--- src/rtl/pzx_pkg.sv ---
package pzx_pkg;

  typedef enum logic [1:0] {
    MD_LEGACY = 2'd0,
    MD_WIDE   = 2'd1,
    MD_MASKED = 2'd2,
    MD_RSVD   = 2'd3
  } mode_e;

  localparam logic [2:0] CV_LAST = 3'd5;
  localparam logic [3:0] RSV_OK  = 4'b1111;

  // width of one source element for a widening code
  function automatic int src_bits(input logic [2:0] cv);
    case (cv)
      3'd0, 3'd1, 3'd2: return 8;
      3'd3, 3'd4:       return 16;
      default:          return 32;
    endcase
  endfunction

  // width of one destination lane for a widening code
  function automatic int dst_bits(input logic [2:0] cv);
    case (cv)
      3'd0:             return 16;
      3'd1, 3'd3:       return 32;
      default:          return 64;
    endcase
  endfunction

  // log2 of (destination lane width / 16)
  function automatic logic [1:0] lane_shift(input logic [2:0] cv);
    case (dst_bits(cv))
      16:      return 2'd0;
      32:      return 2'd1;
      default: return 2'd2;
    endcase
  endfunction

endpackage

--- src/rtl/pzx_legal.sv ---
module pzx_legal
  import pzx_pkg::*;
(
  input  logic [2:0] conv_sel,
  input  logic [1:0] len_sel,
  input  logic [1:0] mode_sel,
  input  logic [3:0] rsv_field,
  output logic       bad
);
  mode_e md;
  logic  len_bad, rsv_bad;

  always_comb begin
    md = mode_e'(mode_sel);
    case (md)
      MD_LEGACY: len_bad = (len_sel != 2'd0);
      MD_WIDE:   len_bad = (len_sel > 2'd1);
      MD_MASKED: len_bad = (len_sel == 2'd3);
      default:   len_bad = 1'b1;
    endcase
    rsv_bad = (md != MD_LEGACY) && (rsv_field != RSV_OK);
    bad     = len_bad || rsv_bad || (conv_sel > CV_LAST);
  end
endmodule

--- src/rtl/pzx_widen.sv ---
module pzx_widen
  import pzx_pkg::*;
#(
  parameter  int VMAX  = 512,
  localparam int SRCW  = VMAX / 2,
  localparam int UNITS = VMAX / 16
) (
  input  logic [SRCW-1:0] src_vec,
  input  logic [2:0]      conv_sel,
  output logic [VMAX-1:0] wide
);
  // 16-bit slice u of the widened vector for one widening shape
  function automatic logic [15:0] slice16(input logic [SRCW-1:0] s,
                                          input int sb, input int db, input int u);
    int per, lane, part, off;
    logic [15:0] lo;
    per  = db / 16;
    lane = u / per;
    part = u % per;
    if (part * 16 >= sb) return '0;
    off = lane * sb + part * 16;
    lo  = 16'(s >> off);
    return (sb >= 16) ? lo : {8'h00, lo[7:0]};
  endfunction

  for (genvar u = 0; u < UNITS; u++) begin : g_unit
    logic [15:0] val;
    always_comb begin
      val = '0;
      for (int k = 0; k <= int'(CV_LAST); k++) begin
        if (conv_sel == 3'(k))
          val = slice16(src_vec, src_bits(3'(k)), dst_bits(3'(k)), u);
      end
    end
    assign wide[16*u +: 16] = val;
  end
endmodule

--- src/rtl/pzx_merge.sv ---
module pzx_merge
  import pzx_pkg::*;
#(
  parameter  int VMAX  = 512,
  localparam int UNITS = VMAX / 16,
  localparam int MASKW = VMAX / 16,
  localparam int LW    = $clog2(MASKW)
) (
  input  logic [VMAX-1:0]  wide,
  input  logic [VMAX-1:0]  old_dst,
  input  logic [2:0]       conv_sel,
  input  logic [1:0]       len_sel,
  input  logic [1:0]       mode_sel,
  input  logic [MASKW-1:0] lane_mask,
  input  logic             zero_en,
  input  logic             bad,
  output logic [VMAX-1:0]  merged
);
  int         vl_units;
  logic [1:0] lsh;
  logic       is_masked, is_legacy;

  always_comb begin
    vl_units  = 8 << len_sel;
    lsh       = lane_shift(conv_sel);
    is_masked = (mode_e'(mode_sel) == MD_MASKED);
    is_legacy = (mode_e'(mode_sel) == MD_LEGACY);
  end

  for (genvar u = 0; u < UNITS; u++) begin : g_unit
    logic [LW-1:0] lane;
    logic          take;
    logic [15:0]   val;
    always_comb begin
      lane = LW'(u >> lsh);
      take = !is_masked || lane_mask[lane];
      if (bad)
        val = old_dst[16*u +: 16];
      else if (u < vl_units)
        val = take ? wide[16*u +: 16] : (zero_en ? 16'h0000 : old_dst[16*u +: 16]);
      else
        val = is_legacy ? old_dst[16*u +: 16] : 16'h0000;
    end
    assign merged[16*u +: 16] = val;
  end
endmodule

--- src/rtl/pzx_unit.sv ---
module pzx_unit #(
  parameter  int VMAX  = 512,
  localparam int SRCW  = VMAX / 2,
  localparam int MASKW = VMAX / 16
) (
  input  logic             clk,
  input  logic             rst,
  input  logic             valid_in,
  input  logic [SRCW-1:0]  src_vec,
  input  logic [VMAX-1:0]  old_dst,
  input  logic [2:0]       conv_sel,
  input  logic [1:0]       len_sel,
  input  logic [1:0]       mode_sel,
  input  logic [MASKW-1:0] lane_mask,
  input  logic             zero_en,
  input  logic [3:0]       rsv_field,
  output logic             valid_out,
  output logic [VMAX-1:0]  result,
  output logic             bad_op
);
  logic            bad;
  logic [VMAX-1:0] wide, merged;

  pzx_legal u_legal (
    .conv_sel (conv_sel),
    .len_sel  (len_sel),
    .mode_sel (mode_sel),
    .rsv_field(rsv_field),
    .bad      (bad)
  );

  pzx_widen #(.VMAX(VMAX)) u_widen (
    .src_vec (src_vec),
    .conv_sel(conv_sel),
    .wide    (wide)
  );

  pzx_merge #(.VMAX(VMAX)) u_merge (
    .wide     (wide),
    .old_dst  (old_dst),
    .conv_sel (conv_sel),
    .len_sel  (len_sel),
    .mode_sel (mode_sel),
    .lane_mask(lane_mask),
    .zero_en  (zero_en),
    .bad      (bad),
    .merged   (merged)
  );

  always_ff @(posedge clk) begin
    if (rst) begin
      valid_out <= 1'b0;
      result    <= '0;
      bad_op    <= 1'b0;
    end else begin
      valid_out <= valid_in;
      if (valid_in) begin
        result <= merged;
        bad_op <= bad;
      end
    end
  end
endmodule

--- config.mk ---
export PLATFORM = sky130hd
export DESIGN_NAME = pzx_unit
export DESIGN_NICKNAME = d
export VERILOG_FILES = /design/src/rtl/pzx_pkg.sv /design/src/rtl/pzx_legal.sv /design/src/rtl/pzx_widen.sv /design/src/rtl/pzx_merge.sv /design/src/rtl/pzx_unit.sv
export SDC_FILE = /design/constraint.sdc
export NUM_CORES = 2
export LEC_CHECK = 0
export ABC_CLOCK_PERIOD_IN_PS = 5500
export BUFFER_PORTS_ARGS = -buffer_cell sky130_fd_sc_hd__clkbuf_2
export CELL_PAD_IN_SITES_DETAIL_PLACEMENT = 2
export CELL_PAD_IN_SITES_GLOBAL_PLACEMENT = 2
export CORE_AREA = 10 10 513 515
export CTS_CLUSTER_DIAMETER = 30
export DETAILED_ROUTE_END_ITERATION = 10
export DIE_AREA = 0 0 523 525
export GPL_ROUTABILITY_DRIVEN = 0
export PLACE_DENSITY_LB_ADDON = 0.1
export SLEW_MARGIN = 20
export SYNTH_ARGS = -nofsm -noshare
export SYNTH_HDL_FRONTEND = slang
export SYNTH_SLANG_ARGS = --single-unit
--- constraint.sdc ---
create_clock -name clk -period 5.5 [get_ports clk]
set_input_delay 1.375 -clock clk [delete_from_list [all_inputs] [get_ports clk]]
set_output_delay 1.375 -clock clk [all_outputs]
set_load 0.01 [all_outputs]
==> out/metrics.cfg <==
[pwr]
power_frac_comb_pct=14.6
cellLeakagePower_nw=20.1
switchingPower_w=0.00564
seqPwrFrac_pct=21.8
internal-power_w=0.0134
p_sw_share_pct=29.7
clock_power_share_pct=63.6
power_density_nw_per_um2=401
peakVddDrop_uv=293

[sta]
rsz0062_at_grt=false
hold_viol_final=0
finalSetupViolCount=0
slew_viol_final=0
fmax_ghz=0.222
worst_pin_slew_ns=1.19
fin_crit_sh_pct=81.9
fin_crit_ns=4.50
setup_tns_ns=0
fin_skew_ns=0
max-slew-margin-rel_pct=20.8

[clock_tree]
postCtsHoldBufs=0
clk_pin_slew_ns=0.04
cts.sinks=514
post_cts_buffers=0
cts_tree=yes
cts_buffer_depth=3
htree_levels=4
root_buffer=clkbuf_16
insertion_delay_ns=0.84
cts_made_buffers=237
cts_resized=0

[route]
routedWlPerCell_um=37.5
route.vias.total=36300
drc_errors=0
ant_nets=0
drt_wl_total_um=308000
drt_iter0_markers=2104
drt-pass1-iter-count=5
avgViaCountPerCell=4.41

[critical_path]
cp.buffers_inverters=6
arrival_ns=5.31
start_kind=input port
crit_path_end_kind=flip-flop
cp_top_family=buffers and inverters
slowest_stage=ha_2
critPathMaxFanout=25
r2r_start=result[156]
crit_chain=buf_4 -> inv_1 -> nor2_1 -> inv_1 -> ha_2 -> buf_12 -> mux4_2 -> a21oi_1 -> a21o_1 -> buf_4 -> and2_1 -> buf_4 -> a221o_1
crit_required_ns=6.31
critPathCapture=result[274]
reg2reg_slack_ns=4.46
critical_path_class=in -> reg
crit_top_cell=buf_4
cp.depth=13
crit_path_start=conv_sel[0]
slowest_delay_ns=0.70
reg2reg_to=result[156]
rr_worst_depth=3

[hold_path]
hp-class=reg -> reg

[floorplan]
die_h_um=525
start_util_pct=11.3
die_area_um2=275000
ioPinCount=1329
std_cell_rows=185
die_w_um=523
core_area_um2=253000

[yosys]
synth_flop_cell=dfxtp_1
syn-num-nets=4038
synth_cells=3219
ys_ff_latch=514
ys_seq_area_share_pct=36.0
netlist_top_cells_area=dfxtp_1 36%, a22oi_1 5.5%, mux2i_1 5.5%
ys_warn_count=0
synthArstFlopShare_pct=0
synthesis.area_um2=28500
synth_edf_count=0
synth.distinct_cells=78
yosysTopAreaCell=dfxtp_1
yosys.area.top_type_share_pct=36.0
avgSynthCellArea_um2=8.87

[finish]
area_growth_syn_to_layout_pct=66.0
drive_above_1_share_pct=41.4
final_cells=8223
nNetsFinal=5456
final_area_um2=47400
post-route-util_pct=18.7

[placement]
place_area_um2=39900
dp_cells=7764
dp_hpwl_um=247000
io_buffers=1328

[global_routing]
grt_pass1_wl_um=399000
grt_usage_pct=21.4
antenna_found_initial=177
grt_remaining_overflow=0
grt_pass1_vias=38900
grt_max_degree=154

[job]
cap_violations=0

[run_status]
run_status=completed

-- layout by cell type (no fill, tap or decap), types with 23 or more instances in the layout --
master     instances
clkbuf_2        1323
dfxtp_1          514
nor2_1           308
clkbuf_16        237
a22oi_1          210
nand2_1          189
buf_4            162
mux2i_1          156
a22o_1           140
a21oi_1          131
o21ai_0          124
a221o_1          114
a221oi_1         112
nor3_1           108
clkbuf_1         101
o22ai_1           69
mux4_2            60
clkbuf_8          42
diode_2           40
and2_1            40
nor2b_1           37
a211oi_1          34
and3_1            33
nand3_1           32
a31oi_1           28
o31ai_1           28
nor3b_1           28
inv_1             25
a21o_1            24
nand2b_1          23
clkinv_2          23
-- worst min path at each step --
stage,startpoint,endpoint,slack [ns],cells after the start
after floorplan,result[208],result[208],0.46,2
after global placement,result[215],result[215],0.43,2
after detailed placement,result[208],result[208],0.43,2
after CTS,result[208],result[208],0.44,2
after global routing,result[214],result[214],0.46,2
final,result[208],result[208],0.44,2
-- routing by layer --
| metal | vias up | global-route usage (%) | wire [µm] |
|---|---|---|---|
| li1 | 15600 | - | - |
| met1 | 18600 | 24.8 | 125000 |
| met2 | 1465 | 37.1 | 151000 |
| met3 | 526 | 7.08 | 23300 |
| met4 | 102 | 6.07 | 8380 |
| met5 | - | 0 | 698 |
-- layout make-up --
type / count / area (µm²)
clock inverters: 39 / 558
multi-input cells: 2351 / 17000
flip-flops and latches: 514 / 10300
well taps: 3366 / 4210
repair buffers: 1504 / 8210
clock buffers: 380 / 6890
inverters: 29 / 116
fillers: 29300 / 206000
diodes: 40 / 100
-- synthesized netlist by cell type (20+ instances only) --
cell / number
dfxtp_1: 514
nor2_1: 319
clkbuf_1: 225
a22oi_1: 210
nand2_1: 191
mux2i_1: 156
a22o_1: 140
a21oi_1: 135
o21ai_0: 126
a221o_1: 114
nor3_1: 113
a221oi_1: 112
o22ai_1: 69
mux4_2: 60
buf_2: 53
and2_1: 40
nor2b_1: 38
a211oi_1: 35
and3_1: 33
nand3_1: 32
a31oi_1: 28
nor3b_1: 28
o31ai_1: 28
inv_1: 26
nand2b_1: 26
a21o_1: 25
nor4_1: 22
a311oi_1: 21
o211ai_1: 21
nand4_1: 20
-- power groups by stage --
stage | logic [W] | clock network [W] | registers [W]
floorplan | 0.00104 | 0 | 0.00428
global placement | 0.00282 | 0 | 0.00420
detailed placement | 0.00283 | 0 | 0.00421
CTS | 0.00284 | 0.0124 | 0.00415
global route | 0.00296 | 0.0126 | 0.00418
finish | 0.00277 | 0.0121 | 0.00415
-- cells by family (layout without fill, tap and decap cells) --
kind of cell	Yosys count	in the layout	synth area share (%)
and+or+nand+nor	904	904	15.2
buffers and inverters	354	1952	5.43
other	0	40	0
AOI/OAI and AO/OA	1205	1205	31.8
adders and majority gates	4	4	0.175
muxes	237	237	11.3
xor gates and xnor gates	1	1	0.0307
DFF	514	514	36.0
-- flip-flops by register name, summed over array words and instances (netlist names) --
signal and cells:
bad_op 1, result 512, valid_out 1
-- stage by stage --
step           total power (W)  setup slack (ns)  hold slack (ns)
3_3_place_gp           0.00702             0.168            0.429
4_1_cts                 0.0194              1.06            0.437
5_1_grt                 0.0197             0.852            0.460
6_report                0.0190             0.997            0.437
2_1_floorplan          0.00532             0.966            0.463
3_5_place_dp           0.00704            0.0915            0.433
-- worst reg2reg max path: cells and delay by family (launching register included) --
| kind | cells | cell delay, ns |
|---|---|---|
| compound gates | 2 | 0.35 |
| simple gates | 1 | 0.13 |
| flops | 1 | 0.44 |
Note: power is estimated with default switching activity, not from simulation.
